==> config.mk <==
export PLATFORM = sky130hd
export DESIGN_NAME = sidx_addr_gen
export DESIGN_NICKNAME = d
export VERILOG_FILES = /design/src/rtl/sidx_pkg.sv /design/src/rtl/sidx_index_shifter.sv /design/src/rtl/sidx_offset_adder.sv /design/src/rtl/sidx_result_stage.sv /design/src/rtl/sidx_addr_gen.sv
export SDC_FILE = /design/constraint.sdc
export NUM_CORES = 1
export LEC_CHECK = 0
export CAP_MARGIN = 40
export CELL_PAD_IN_SITES_DETAIL_PLACEMENT = 1
export CELL_PAD_IN_SITES_GLOBAL_PLACEMENT = 2
export CORE_UTILIZATION = 41
export DETAILED_ROUTE_END_ITERATION = 6
export DONT_BUFFER_PORTS = 1
export PLACE_DENSITY_LB_ADDON = 0.1
export SYNTH_ARGS = -nofsm -noshare
export SYNTH_HDL_FRONTEND = slang
export SYNTH_SLANG_ARGS = --single-unit
==> constraint.sdc <==
create_clock -name clk -period 2.42 [get_ports clk]
set_clock_uncertainty 0.15 [all_clocks]
set_input_delay 0.484 -clock clk [delete_from_list [all_inputs] [get_ports clk]]
set_output_delay 0.484 -clock clk [all_outputs]
set_load 0.005 [all_outputs]
==> src/rtl/sidx_pkg.sv <==
package sidx_pkg;
  localparam int XLEN = 32;

  typedef enum logic [1:0] {
    SHK_LSL = 2'b00,
    SHK_LSR = 2'b01,
    SHK_ASR = 2'b10,
    SHK_ROR = 2'b11
  } shift_kind_e;
endpackage

==> src/rtl/sidx_index_shifter.sv <==
module sidx_index_shifter
  import sidx_pkg::*;
#(
  parameter int W = XLEN,
  localparam int SW = $clog2(W)
) (
  input  logic [W-1:0]  val_i,
  input  logic          carry_i,
  input  logic [SW-1:0] amt_i,
  input  shift_kind_e   kind_i,
  output logic [W-1:0]  idx_o
);
  // logarithmic right rotator, one stage per amount bit
  logic [W-1:0] rot_stage [0:SW];
  assign rot_stage[0] = val_i;

  for (genvar k = 0; k < SW; k++) begin : g_rot
    localparam int SH = 2 ** k;
    assign rot_stage[k+1] = amt_i[k]
      ? {rot_stage[k][SH-1:0], rot_stage[k][W-1:SH]}
      : rot_stage[k];
  end

  logic amt_zero;
  assign amt_zero = (amt_i == '0);

  always_comb begin
    unique case (kind_i)
      SHK_LSL: idx_o = val_i << amt_i;
      SHK_LSR: idx_o = amt_zero ? '0 : (val_i >> amt_i);
      SHK_ASR: idx_o = amt_zero ? {W{val_i[W-1]}}
                                : W'($signed(val_i) >>> amt_i);
      SHK_ROR: idx_o = amt_zero ? {carry_i, val_i[W-1:1]}
                                : rot_stage[SW];
      default: idx_o = '0;
    endcase
  end
endmodule

==> src/rtl/sidx_offset_adder.sv <==
module sidx_offset_adder #(
  parameter int W = sidx_pkg::XLEN
) (
  input  logic [W-1:0] base_i,
  input  logic [W-1:0] idx_i,
  input  logic         add_i,
  output logic [W-1:0] sum_o
);
  logic [W-1:0] operand;
  // subtraction as base + ~idx + 1
  assign operand = add_i ? idx_i : ~idx_i;
  assign sum_o   = base_i + operand + {{(W-1){1'b0}}, ~add_i};
endmodule

==> src/rtl/sidx_result_stage.sv <==
module sidx_result_stage #(
  parameter int W = sidx_pkg::XLEN
) (
  input  logic         clk,
  input  logic         rst_n,
  input  logic         load_i,
  input  logic         drain_i,
  input  logic [W-1:0] addr_d,
  input  logic [W-1:0] wbv_d,
  input  logic         wben_d,
  output logic         valid_o,
  output logic [W-1:0] addr_q,
  output logic [W-1:0] wbv_q,
  output logic         wben_q
);
  always_ff @(posedge clk or negedge rst_n) begin
    if (!rst_n) begin
      valid_o <= 1'b0;
      addr_q  <= '0;
      wbv_q   <= '0;
      wben_q  <= 1'b0;
    end else if (load_i) begin
      valid_o <= 1'b1;
      addr_q  <= addr_d;
      wbv_q   <= wbv_d;
      wben_q  <= wben_d;
    end else if (drain_i) begin
      valid_o <= 1'b0;
      wben_q  <= 1'b0;
    end
  end
endmodule

==> src/rtl/sidx_addr_gen.sv <==
module sidx_addr_gen
  import sidx_pkg::*;
#(
  parameter int W = XLEN,
  localparam int SW = $clog2(W)
) (
  input  logic          clk,
  input  logic          rst_n,
  input  logic          in_valid,
  output logic          in_ready,
  input  logic [W-1:0]  base_i,
  input  logic [W-1:0]  index_i,
  input  logic          carry_i,
  input  logic [SW-1:0] sh_amt_i,
  input  logic [1:0]    sh_kind_i,
  input  logic          add_i,
  input  logic          pre_i,
  input  logic          wback_i,
  input  logic          cond_ok_i,
  output logic          out_valid,
  input  logic          out_ready,
  output logic [W-1:0]  addr_o,
  output logic [W-1:0]  wb_data_o,
  output logic          wb_en_o
);
  logic [W-1:0] shifted_idx;
  logic [W-1:0] adjusted;
  logic [W-1:0] addr_next;
  logic         wben_next;
  logic         accept;

  sidx_index_shifter #(.W(W)) u_shift (
    .val_i  (index_i),
    .carry_i(carry_i),
    .amt_i  (sh_amt_i),
    .kind_i (shift_kind_e'(sh_kind_i)),
    .idx_o  (shifted_idx)
  );

  sidx_offset_adder #(.W(W)) u_add (
    .base_i(base_i),
    .idx_i (shifted_idx),
    .add_i (add_i),
    .sum_o (adjusted)
  );

  // post-indexed always updates the base; pre-indexed only on request
  assign addr_next = pre_i ? adjusted : base_i;
  assign wben_next = cond_ok_i & (~pre_i | wback_i);

  assign in_ready = ~out_valid | out_ready;
  assign accept   = in_valid & in_ready;

  sidx_result_stage #(.W(W)) u_stage (
    .clk    (clk),
    .rst_n  (rst_n),
    .load_i (accept),
    .drain_i(out_ready),
    .addr_d (addr_next),
    .wbv_d  (adjusted),
    .wben_d (wben_next),
    .valid_o(out_valid),
    .addr_q (addr_o),
    .wbv_q  (wb_data_o),
    .wben_q (wb_en_o)
  );
endmodule

-- Yosys cells after proc, flatten, opt, wreduce, memory -nomap -nowiden
Cells that the tools add are included.
- equality and inequality tests: 3
- divide/modulo/power cells: 0
- $mul: 0
- mux-type cells: 14
- bitwise gates (word level): 8
- reductions and logical operators: 3
- add/subtract/negate cells: 2
- shift-type cells: 3
- order comparisons: 0
- operators by type and width (cell ; number):
    2-to-1 mux 32 bit ; 10
    one-hot mux 32 bit (4 select lines) ; 1
    adder 32 x 1 -> 32 bit ; 1
    adder 32 bit ; 1
    inverter 32 bit ; 1
    << shifter 32 x 5 -> 32 bit ; 1
    >> shifter 32 x 5 -> 32 bit ; 1
    >>> shifter 32 x 5 -> 32 bit ; 1
    logical NOT 5 bit ; 1
    equality test 2 bit (second input constant) ; 2
    2-to-1 mux 1 bit ; 3
    inverter 1 bit ; 3
    bitwise AND 1 bit ; 2
    equality test 2 x 1 -> 1 bit (second input constant) ; 1
    logical NOT 2 bit ; 1
    bitwise OR 1 bit ; 2
    nonzero test 2 bit ; 1
- bits in latches: 0
- logic and storage cells: 37
- memories: 0
- bits in writable memories: 0
- flip-flop bits (word level): 66
- ROM bits: 0

-- Longest topological paths before layout
Gate-level depths: netlist of run 1.
- depth after elaboration: 12
- depth in mapped cells: 27

-- By module
Synthesis of run 1 repeated with hierarchy kept, for this count alone.
- cells, all modules: 1358
- area total of the unflattened synthesis: 11772.5 um^2
- modules (own cells, without submodules) (module ; area an instance (um^2) ; cells each ; seq. area each (um^2) ; instances):
    sidx_index_shifter ; 6718.9 ; 893 ; 0.0 ; 1
    sidx_result_stage ; 2456.1 ; 141 ; 1651.6 ; 1
    sidx_offset_adder ; 2033.2 ; 284 ; 0.0 ; 1
    sidx_addr_gen ; 564.3 ; 40 ; 0.0 ; 1

-- Worst setup path after synthesis of run 1
OpenSTA, ideal clock, no wires.
- path kind: input port to flip-flop
- start: input port sh_amt_i[0]
- end: register u_stage.addr_q[30]
- stages: 23
- library setup time: 0.069 ns
- arrival: 5.372 ns
- buffers on the path: 4
- path slack: -3.171 ns
- cell sequence: buf_4 buf_2 buf_2 buf_2 mux4_2 a21oi_1 nand2_1 nand2_1 o22ai_1 a221oi_1 a211oi_1 o21ai_0 xor2_1 ha_1 and3_1 a221o_1 a221o_1 a211oi_1 o21ai_1 a41oi_1 o21ai_0 or3_1 nand3_1
- cells in the longest elaborated chain, start to end: 12
- elaborated cells between the ends (all ways): 18
- ends and longest elaborated chain (what ; RTL line ; RTL):
    from (decl) ; sidx_addr_gen.sv:14 ; input logic [SW-1:0] sh_amt_i,
    2-to-1 mux 32 bit (5 in a row) ; sidx_index_shifter.sv:20 ; ? {rot_stage[k][SH-1:0], rot_stage[k][W-1:SH]}
    2-to-1 mux 32 bit ; sidx_index_shifter.sv:33 ; SHK_ROR: idx_o = amt_zero ? {carry_i, val_i[W-1:1]}
    one-hot mux 32 bit (4 select lines) * ; sidx_index_shifter.sv:28 ; unique case (kind_i)
    inverter 32 bit ; sidx_offset_adder.sv:11 ; assign operand = add_i ? idx_i : ~idx_i;
    2-to-1 mux 32 bit * ; sidx_offset_adder.sv:11 ;
    adder 32 bit * ; sidx_offset_adder.sv:12 ; assign sum_o = base_i + operand + {{(W-1){1'b0}}, ~add_i};
    adder 32 x 1 -> 32 bit * ; sidx_offset_adder.sv:12 ;
    2-to-1 mux 32 bit * ; sidx_addr_gen.sv:48 ; assign addr_next = pre_i ? adjusted : base_i;
    to (signal assigned) ; sidx_result_stage.sv:24 ; addr_q <= addr_d;
    to (decl) ; sidx_result_stage.sv:12 ; output logic [W-1:0] addr_q,
Every way passes the cells marked *; elsewhere a longest branch is shown, timed or not.
A chain may end at the register's enable or synchronous reset.

-- Worst setup path in the final report of run 1
- start: input port sh_amt_i[0]
- end: register u_stage.addr_q[26]
Same word-level chain as after synthesis.

==> results_dict.tcl, run 1 <==
set metrics [dict create \
    total_routing_usage_gr 0.3924 \
    num_antenna_cells 0 \
    globalRouteMet2Util 0.6555 \
    drive_gt1_frac 0.4132 \
    pwr_cell_area_nw_per_um2 600.0 \
    area_growth_pct 43.53 \
    route.final.wire_length_um 48040 \
    timing.critical_path.fanout_max 74 \
    floorplan.initialDensity 0.4194 \
    num_vias 11570 \
    drt-pass1-iter-count 5 \
    rows 55 \
    place_congestion 0.9812 \
    switchingPower_mw 3.440 \
    die_area_um2 23850 \
    grt_pass1_wl_um 71280 \
    yosys_most_used_dff "dfrtp_1" \
    num-nets-final 1624 \
    post_syn_area_um2 9525 \
    synth.most_common_cell "nand2_1" \
    cts.reportedPaths.clkPinSlew_ns 0.06 \
    power.clock.fraction 0.142 \
    clock_tree.htree_level_count 3 \
    static-leakage-power_nw 6.019 \
    cts_buffer_depth 2 \
    yosysUniqueCellTypes 71 \
    die_x_extent_um 154.4 \
    violations "negative setup slack" \
    met3_global_route_usage 0.06584 \
    post_drt_via_cell_ratio 6.429 \
    remaining_drc_errors 0 \
    maxSlewHeadroom 0.6458 \
    sequentialPowerShare 0.214 \
    synth_largest_area_cell "dfrtp_1" \
    post_synth.cell_area_avg_um2 7.633 \
    clock_tree.root_cell "clkbuf_16" \
    grt_util_met1 0.4676 \
    setup-tns-final_ns -116.32 \
    final_core_utilization 0.6020 \
    clock_sink_count 66 \
    core_area_um2 22710 \
    synth-async-reset-ratio 1.000 \
    routed_wire_length_per_instance_um 26.69 \
    postSynthNetCount 1361 \
    synthTopCellsByCount "nand2_1 (192), nor2_1 (129), a21oi_1 (124)" \
    cell_internal_pwr_mw 4.762 \
    synth.yosys.seq_area_share 0.1734 \
    min-delay-path-class "input pin to flop" \
    clock_latency_ns 0.33 \
    grt_setup_unrepaired "true" \
    worst_ep_required_time_ns 2.53 \
    timing_limited_maximum_frequency_ghz 0.2093 \
    synth.area.top_cells "dfrtp_1 (17%), mux4_2 (13%), nand2_1 (7.6%)" \
    setup.worst_path.start_class "input pin" \
    max_cap_viol_count 0 \
    ys_ff_latch 66 \
    dpl_cell_area_um2 12100 \
    timing_hold_violations_final 0 \
    timing.critical_path.arrival_ns 4.89 \
    min_period_ns 4.778 \
    finalMaxSlewViolations 0 \
    detailedPlacementHpwl_um 34380 \
    timing.final.ws_setup_ns -2.358 \
    place.port_buffers 0 \
    grt_overflow_total 0 \
    run_status "finished with violations" \
    grt.busiest_layer "met2" \
    finalSetupViolCount 63 \
    synth.yosys.warnings 0 \
    tritoncts "yes" \
    postRouteAntennaNets 0 \
    number_of_enable_type_register_cells_in_the_synthesized_netlist 0 \
    peakVddDrop_mv 0.3481 \
    crit_path_category "input pin to flop" \
    power.share.combinational 0.645 \
    synthesis.instances 1248 \
    switching_share 0.4194 \
    fin_crit_sh 1.974 \
    design_area_um2 13670 \
    floorplan.io_pins 147 \
    worst_slew_pin_slew_ns 0.5257 \
    endpoint_kind "flop" \
    detailedRoute.firstIterationViolations 837 \
    die_extent_in_y_um 154.4 \
    number_of_buffers_created_by_cts 9 \
    pin_count_of_the_biggest_net_entering_global_routing 89 \
    antenna_found_initial 0 \
    synth_largest_type_area_fraction 0.1734 \
    first_global_vias 11840 \
]
power groups by stage:
stage               sequential (mW)  clock, mW  combinational [mW]
global placement               1.75          0                4.01
CTS                            1.75       1.17                4.68
finish                         1.75       1.16                5.29
floorplan                      1.68          0                2.49
detailed placement             1.77          0                4.13
global route                   1.80       1.22                5.60
flip-flops by register name, indices dropped and copies added, names as in the netlist:
signal / flops
u_stage.addr_q: 32
u_stage.wbv_q: 32
u_stage.valid_o: 1
u_stage.wben_q: 1
path summary, 6_finish.rpt:
| kind | slack (ns) | to | startpoint | cells after the start |
|---|---|---|---|---|
| setup reg to reg | 0.71 | u_stage.addr_q[1] | u_stage.valid_o | 5 |
| hold reg to reg | 0.35 | u_stage.wbv_q[28] | u_stage.wbv_q[28] | 2 |
| max in group asynchronous | 1.29 | u_stage.addr_q[29] | rst_n | 2 |
| min in group asynchronous | 0.55 | u_stage.addr_q[6] | rst_n | 2 |
| hold / removal | 0.11 | u_stage.valid_o | in_valid | 1 |
| setup / recovery | -2.36 | u_stage.addr_q[26] | sh_amt_i[0] | 20 |
routing by layer:
layer | routed length (um) | share of wire | up-vias
met1 | 18080 | 0.38 | 5676
met4 | 3516 | 0.073 | 0
li1 | - | - | 5112
met5 | 0 | 0 | -
met3 | 3544 | 0.074 | 173
met2 | 22900 | 0.48 | 612
timing repair:
action,CTS,global route
endpoints found under the hold margin,66,0
pin swaps,89,73
setup buffers,31,7
gates resized for setup,139,83
endpoints found under the setup margin,64,64
hold buffers,2,0
gates cloned,0,0
critical path: stages:
cell	delay [ns]
mux4_2	0.52
and2_4	0.18
o31ai_4	0.28
a21oi_4	0.12
nand2_1	0.07
o21ai_1	0.09
a21oi_1	0.15
o22ai_1	0.13
xnor2_1	0.27
ha_1	0.34
and3_4	0.20
a221o_1	0.38
a221o_1	0.44
a211oi_4	0.31
o21ai_2	0.13
buf_6	0.15
a41oi_4	0.20
xnor2_2	0.16
nand2_1	0.09
a21oi_1	0.14
kinds of logic (layout without fill, tap and decap cells):
family / Yosys count / in the layout / share of synthesized area
AND/OR/NAND/NOR: 416 / 416 / 0.1853
multiplexers: 138 / 138 / 0.2195
XOR/XNOR: 61 / 61 / 0.05688
adder cells (fa/ha/maj): 33 / 33 / 0.04413
buffers and inverters: 123 / 390 / 0.05399
AO/OA/AOI/OAI: 411 / 411 / 0.2668
flip-flops: 66 / 66 / 0.1734
layout by cell type, fill, tap and decap left out, drive strengths merged, types with 8 or more instances in the layout:
cell / Yosys / layout
buf: 37 / 355
mux2: 17 / 17
mux4: 55 / 55
and3: 15 / 15
mux2i: 66 / 66
o21ai: 116 / 116
nor3: 23 / 23
nor2: 130 / 130
a221oi: 9 / 9
clkbuf: 67 / 9
o21a: 14 / 14
a21o: 21 / 21
dfrtp: 66 / 66
o211ai: 16 / 16
ha: 32 / 32
nand3: 19 / 19
nand2: 192 / 192
a21oi: 125 / 125
a211oi: 16 / 16
o31ai: 9 / 9
inv: 16 / 16
o22ai: 24 / 24
xnor2: 32 / 32
xor2: 29 / 29
o21bai: 8 / 8
through the flow:
stage / std cells / power [mW] / worst slack, ns / hold WS, ns
floorplan: 1248 / 4.167 / -2.450 / 0.03841
global placement: 1749 / 5.761 / -2.673 / 0.03979
detailed placement: 1749 / 5.900 / -2.807 / 0.03988
CTS: 1794 / 7.600 / -2.084 / 0.1115
global route: 1800 / 8.607 / -2.427 / 0.1127
finish: 1800 / 8.203 / -2.358 / 0.1149
layout make-up:
type,count,area (um^2)
clock buffers,9,225.2
fillers,2755,9037
inverters,19,72.57
well taps,285,356.6
multi-input cells,1059,8471
clock inverters,6,35.03
repair buffers,356,2860
flip-flops and latches,66,1652
(Power assumes the default switching activity.)
==> run 2: changes to the inputs <==
CTS_CLUSTER_SIZE = 24   (was not set)
clock period = 6 ns   (was 2.42 ns; I/O delays follow)
==> run 2 against run 1 <==
Compared with the run above: the flow now finishes without violations; core utilization shrank 14 points; hold slack improved by 0.23 ns; non-clock buffer count decreased by 248; setup slack better by 2.6 ns; clock-buffer cell count did not move; sequential share of layout area is 3.5 points higher; die area unchanged; clock power fell by 61%; routed wire length decreased by 14%; critical endpoint unchanged.
==> results_dict.tcl, run 2 (synthesis results as in run 1) <==
set metrics [dict create \
    timing.critical_path.fanout_max 74 \
    pwr_cell_area_nw_per_um2 239.1 \
    routed_wire_length_per_instance_um 26.76 \
    route.final.wire_length_um 41530 \
    timing.critical_path.arrival_ns 5.82 \
    critPathMaxStageDelay_ns 0.53 \
    dp_slack_ns -0.1037 \
    die_extent_in_y_um 154.4 \
    die_x_extent_um 154.4 \
    r2r_end "u_stage.addr_q[30]" \
    pin_count_of_the_biggest_net_entering_global_routing 89 \
    endpoint_kind "flop" \
    remaining_drc_errors 0 \
    post_cts_hold_buffer_count 0 \
    finalSetupViolCount 0 \
    power.share.combinational 0.541 \
    dpl_cell_area_um2 10310 \
    floorplan.io_pins 147 \
    setup.worst_path.start_class "input pin" \
    grt_pass1_wl_um 63750 \
    largest_registers "u_stage.addr_q (32), u_stage.wbv_q (32)" \
    crit_path_most_repeated_cell "nand2_1" \
    worst_slew_pin_slew_ns 0.8100 \
    cts.reportedPaths.clkPinSlew_ns 0.05 \
    peakVddDrop_mv 0.1275 \
    switchingPower_mw 1.052 \
    crit_path_top_delay_cell "mux4_2" \
    regToRegStartpoint "u_stage.valid_o" \
    clock_latency_ns 0.32 \
    rows 55 \
    tritoncts "yes" \
    post_drt_via_cell_ratio 6.579 \
    timing.reg2reg.worst_path_depth 5 \
    detailedPlacementHpwl_um 32220 \
    place_congestion 0.9582 \
    leading_cell_type_in_the_layout_fill_and_taps_excluded "nand2_1" \
    worstHoldPathCells 2 \
    setup-tns-final_ns 0 \
    cell_internal_pwr_mw 1.482 \
    clock_tree.root_cell "clkbuf_16" \
    antenna_found_initial 0 \
    drt-pass1-iter-count 5 \
    grt_setup_unrepaired "false" \
    first_global_vias 10400 \
    design_area_um2 10590 \
    timing_hold_violations_final 0 \
    finalMaxSlewViolations 0 \
    power.clock.fraction 0.180 \
    num_antenna_cells 0 \
    clock_sink_count 66 \
    area_growth_pct 11.22 \
    crit_path_cell_trace "mux4_2, and2_1, nor2_1, nand2_1, nand2_1, o22ai_1, a221oi_2, a211oi_2, o21ai_1, xor2_1, ha_1, and3_1, a221o_1, a221o_1, a211oi_1, buf_4, o21ai_1, buf_4, a41oi_1, xnor2_1, nand2_1, a21oi_1" \
    min_period_ns 5.721 \
    postRouteAntennaNets 0 \
    hold_path_end "u_stage.wbv_q[1]" \
    crit_path_start "sh_amt_i[0]" \
    hold_start "u_stage.wbv_q[1]" \
    crit_path_category "input pin to flop" \
    min-delay-path-class "flop to flop" \
    clock_tree.htree_level_count 3 \
    max_cap_viol_count 0 \
    postCtsSetupRepairBufs 0 \
    most-common-layout-cells "nand2_1 (191), nor2_1 (129), a21oi_1 (124), o21ai_0 (107), buf_4 (105)" \
    static-leakage-power_nw 4.511 \
    timing_limited_maximum_frequency_ghz 0.1748 \
    maxSlewHeadroom 0.4543 \
    r2r_setup_slack_ns 3.72 \
    switching_share 0.4151 \
    final_cells 1552 \
    run_status "finished, final reports clean" \
    drive_gt1_frac 0.1744 \
    sequentialPowerShare 0.279 \
    path_delay_family "compound AO/OA/AOI/OAI gates" \
    cp_num_buf_inv 2 \
    num-nets-final 1376 \
    die_area_um2 23850 \
    num_vias 10210 \
    timing.final.ws_setup_ns 0.2793 \
    core_area_um2 22710 \
    worst_ep_required_time_ns 6.10 \
    floorplan.initialDensity 0.4194 \
    total_routing_usage_gr 0.3503 \
    grt_overflow_total 0 \
    cts_buffer_depth 2 \
    number_of_buffers_created_by_cts 9 \
    numPlacedInstances 1537 \
    cts_resized 0 \
    place.port_buffers 0 \
    fin_crit_sh 0.9535 \
    detailedRoute.firstIterationViolations 919 \
    num-fill-cells 2827 \
]
## run 2: cell types whose count changed in the layout (fill, tap and decap cells not counted), moves of 9 or more
cell,delta
buf_4,-219
o21ai_0,+47
a21oi_1,+35
o21ai_1,-30
a21oi_2,-26
buf_6,-24
o21ai_2,-17
xnor2_1,+15
nand2_1,+12
xnor2_2,-12
xor2_1,+11
xor2_2,-11
mux2i_1,+10
a21oi_4,-9
## run 2: through the flow
stage	utilization	hold WS [ns]	total power, mW
after floorplan	-	0.3128	1.619
after global placement	0.4524	0.3355	2.034
after detailed placement	0.4539	0.3390	2.068
after CTS	0.4654	0.3504	2.538
after global routing	0.4665	0.3786	2.715
final	0.4665	0.3467	2.533
## run 2: power groups by stage
stage | sequential [mW] | clock, mW | combinational [mW]
floorplan | 0.678 | 0 | 0.941
global placement | 0.709 | 0 | 1.32
detailed placement | 0.718 | 0 | 1.35
CTS | 0.711 | 0.469 | 1.36
global route | 0.727 | 0.480 | 1.51
finish | 0.708 | 0.456 | 1.37
## run 2: how the worst max path moves through the flow
stage / slack (ns) / end / depth (start not counted)
finish: 0.28 / u_stage.addr_q[26] / 22
global route: 0.02 / u_stage.addr_q[26] / 25
CTS: 0.22 / u_stage.addr_q[26] / 22
detailed placement: -0.10 / u_stage.addr_q[26] / 22
global placement: -0.06 / u_stage.addr_q[25] / 22
floorplan: 0.007 / u_stage.addr_q[30] / 24
## run 2: final cells by class
cell class,instances,area (um^2),area share
flip-flops and latches,66,1652,0.1559
repair buffers,108,855.8,0.08078
multi-input cells,1059,7397,0.6982
clock buffers,9,225.2,0.02126
well taps,285,356.6,0.03366
clock inverters,6,35.03,0.003307
inverters,19,72.57,0.006850
## run 2: layer usage
layer  vias up  wire length [um]  share of wire  global-route usage
met4         0              3021          0.073              0.2306
li1       4624                 -              -                   -
met5         -                 0              0                   0
met2       542             18410           0.44              0.5512
met1      4912             16800           0.40              0.4474
met3       133              3300          0.079             0.05296
## run 2: worst reg2reg max path, cell delays in order (launching register included)
cell and delay (ns):
dfrtp_1 0.39, nand2b_1 0.17, nand2_2 0.47, buf_4 0.50, or3_1 0.45, nand3_1 0.09
==> run 3: changes to the inputs <==
CORE_UTILIZATION = 38   (was 41)
clock period = 5.3 ns   (was 6 ns; I/O delays follow)
==> run 3 against run 2 <==
Compared with the run above: the flow now finishes with violations (negative setup slack); clock power up 33%; core utilization grew 4.5 points; non-clock buffer count rose by 166; power grew 33%; hold slack got worse by 0.071 ns; first-iteration DRC count fell by 9.9%; critical endpoint is now u_stage.addr_q[30].
==> results_dict.tcl, run 3 (synthesis results as in run 1) <==
set metrics [dict create \
    worst_slew_pin_slew_ns 0.8624 \
    crit_cells 19 \
    core_area_um2 24460 \
    place.port_buffers 0 \
    floorplan.io_pins 147 \
    sequential_cell_area_um2 1652 \
    timing_limited_maximum_frequency_ghz 0.1855 \
    maxSlewHeadroom 0.4250 \
    design_area_um2 12510 \
    grt_overflow_total 0 \
    finalSetupViolCount 5 \
    place_congestion 0.9650 \
    detailedPlacementHpwl_um 35060 \
    max_cap_viol_count 0 \
    number_of_buffers_created_by_cts 9 \
    dpl_cell_area_um2 11580 \
    timing.critical_path.fanout_max 74 \
    peakVddDrop_mv 0.2781 \
    first_global_vias 11060 \
    cts_buffer_depth 2 \
    drive_gt1_frac 0.3336 \
    cts.reportedPaths.clkPinSlew_ns 0.05 \
    crit_path_category "input pin to flop" \
    postRouteAntennaNets 0 \
    area_growth_pct 31.33 \
    clock_latency_ns 0.33 \
    antenna_found_initial 0 \
    endpoint_kind "flop" \
    clock_tree.root_cell "clkbuf_16" \
    hold-worst-slack_ns 0.2754 \
    run_status "finished with violations" \
    pwr_cell_area_nw_per_um2 269.7 \
    clock_tree.htree_level_count 3 \
    timing.final.ws_setup_ns -0.09045 \
    critPathMaxStageDelay_ns 0.54 \
    setup.worst_path.start_class "input pin" \
    clock_sink_count 66 \
    die_x_extent_um 160.3 \
    pin_count_of_the_biggest_net_entering_global_routing 89 \
    num_antenna_cells 0 \
    path_delay_family "compound AO/OA/AOI/OAI gates" \
    post_drt_via_cell_ratio 6.139 \
    grt_setup_unrepaired "true" \
    num-nets-final 1542 \
    drt-pass1-iter-count 5 \
    multi_input_area_um2 7945 \
    finalMaxSlewViolations 0 \
    most-common-layout-cells "buf_4 (269), nand2_1 (185), nor2_1 (127), a21oi_1 (101), o21ai_0 (83)" \
    timing.reg2reg.worst_path_depth 6 \
    total_routing_usage_gr 0.3496 \
    die_area_um2 25700 \
    leading_cell_type_in_the_layout_fill_and_taps_excluded "buf_4" \
    worst_ep_required_time_ns 5.41 \
    fin_crit_sh 1.017 \
    num-fill-cells 2991 \
    post_cts_hold_buffer_count 0 \
    grt_pass1_wl_um 68710 \
    floorplan.initialDensity 0.3894 \
    routed_wire_length_per_instance_um 25.85 \
    setup-tns-final_ns -0.1820 \
    detailedRoute.firstIterationViolations 828 \
    violations "negative setup slack" \
    static-leakage-power_nw 5.488 \
    rows 57 \
    cp_num_buf_inv 1 \
    route.final.wire_length_um 45420 \
    dp_slack_ns -0.7693 \
    timing_hold_violations_final 0 \
    remaining_drc_errors 0 \
    tritoncts "yes" \
    timing.critical_path.arrival_ns 5.50 \
    crit_path_top_delay_cell "mux4_2" \
    die_extent_in_y_um 160.3 \
    largest_registers "u_stage.addr_q (32), u_stage.wbv_q (32)" \
    crit_path_cell_trace "mux4_2, buf_4, mux2i_2, nor2_1, nor2_1, o22ai_1, a21oi_1, o22ai_1, xnor2_1, ha_1, and3_4, a221o_1, a221o_1, a211oi_4, o21ai_2, a41oi_2, o21ai_2, or3_4, nand3_2" \
    min-delay-path-class "input pin to asynchronous set/reset pin" \
    min_period_ns 5.390 \
    num_vias 10790 \
]
run 3: cell count changes in the layout (fill, tap and decap cells not counted), sizes merged:
| cell | delta |
|---|---|
| clkinv | -5 |
| clkinvlp | -1 |
| bufinv | +1 |
| clkbuf | +4 |
| inv | +1 |
| buf | +166 |
run 3: metal layers:
| metal | vias to the layer above | part of all wire | global-route usage |
|---|---|---|---|
| li1 | 4940 | - | - |
| met1 | 5298 | 0.41 | 0.4407 |
| met2 | 443 | 0.48 | 0.5949 |
| met3 | 106 | 0.063 | 0.04132 |
| met4 | 0 | 0.050 | 0.1662 |
| met5 | - | 0 | 0 |
run 3: path summary, 6_finish.rpt:
kind / from / to / slack, ns
max: sh_amt_i[0] / u_stage.addr_q[30] / -0.09
min: rst_n / u_stage.addr_q[0] / 0.28
max reg2reg: u_stage.valid_o / u_stage.addr_q[9] / 3.08
min reg2reg: u_stage.wbv_q[10] / u_stage.wbv_q[10] / 0.34
max in group asynchronous: rst_n / u_stage.addr_q[21] / 4.61
min in group clk: u_stage.wbv_q[10] / u_stage.wbv_q[10] / 0.34
run 3: what timing repair did:
action | in CTS | in global routing
gates cloned | 0 | 0
resized for setup | 36 | 86
setup buffers | 1 | 13
setup endpoints to repair | 27 | 35
endpoints found under the hold margin | 0 | 0
pin swaps | 14 | 43
run 3: report_power, final:
group / switching [mW] / internal [mW]
sequential: 0.135 / 0.666
clock: 0.209 / 0.399
combinational: 0.999 / 0.966
run 3: layout make-up:
class,count,area share
flip-flops and latches,66,0.1320
repair buffers,274,0.1700
inverters,19,0.006001
multi-input cells,1059,0.6351
clock buffers,13,0.02160
well taps,324,0.03241
clock inverters,2,0.002801
run 3: stage by stage:
step | power, mW | util | cells
after floorplan | 1.853 | - | 1248
after global placement | 2.506 | 0.4714 | 1726
after detailed placement | 2.565 | 0.4733 | 1728
after CTS | 3.225 | 0.4909 | 1744
after global routing | 3.573 | 0.5114 | 1757
final | 3.374 | 0.5114 | 1757
run 3: worst reg2reg max path, cell delays in order (launching register included):
cell,delay [ns]
dfrtp_1,0.39
nand2b_1,0.20
and2_1,0.73
buf_4,0.35
and3_1,0.18
a21oi_1,0.04
o21ai_1,0.09
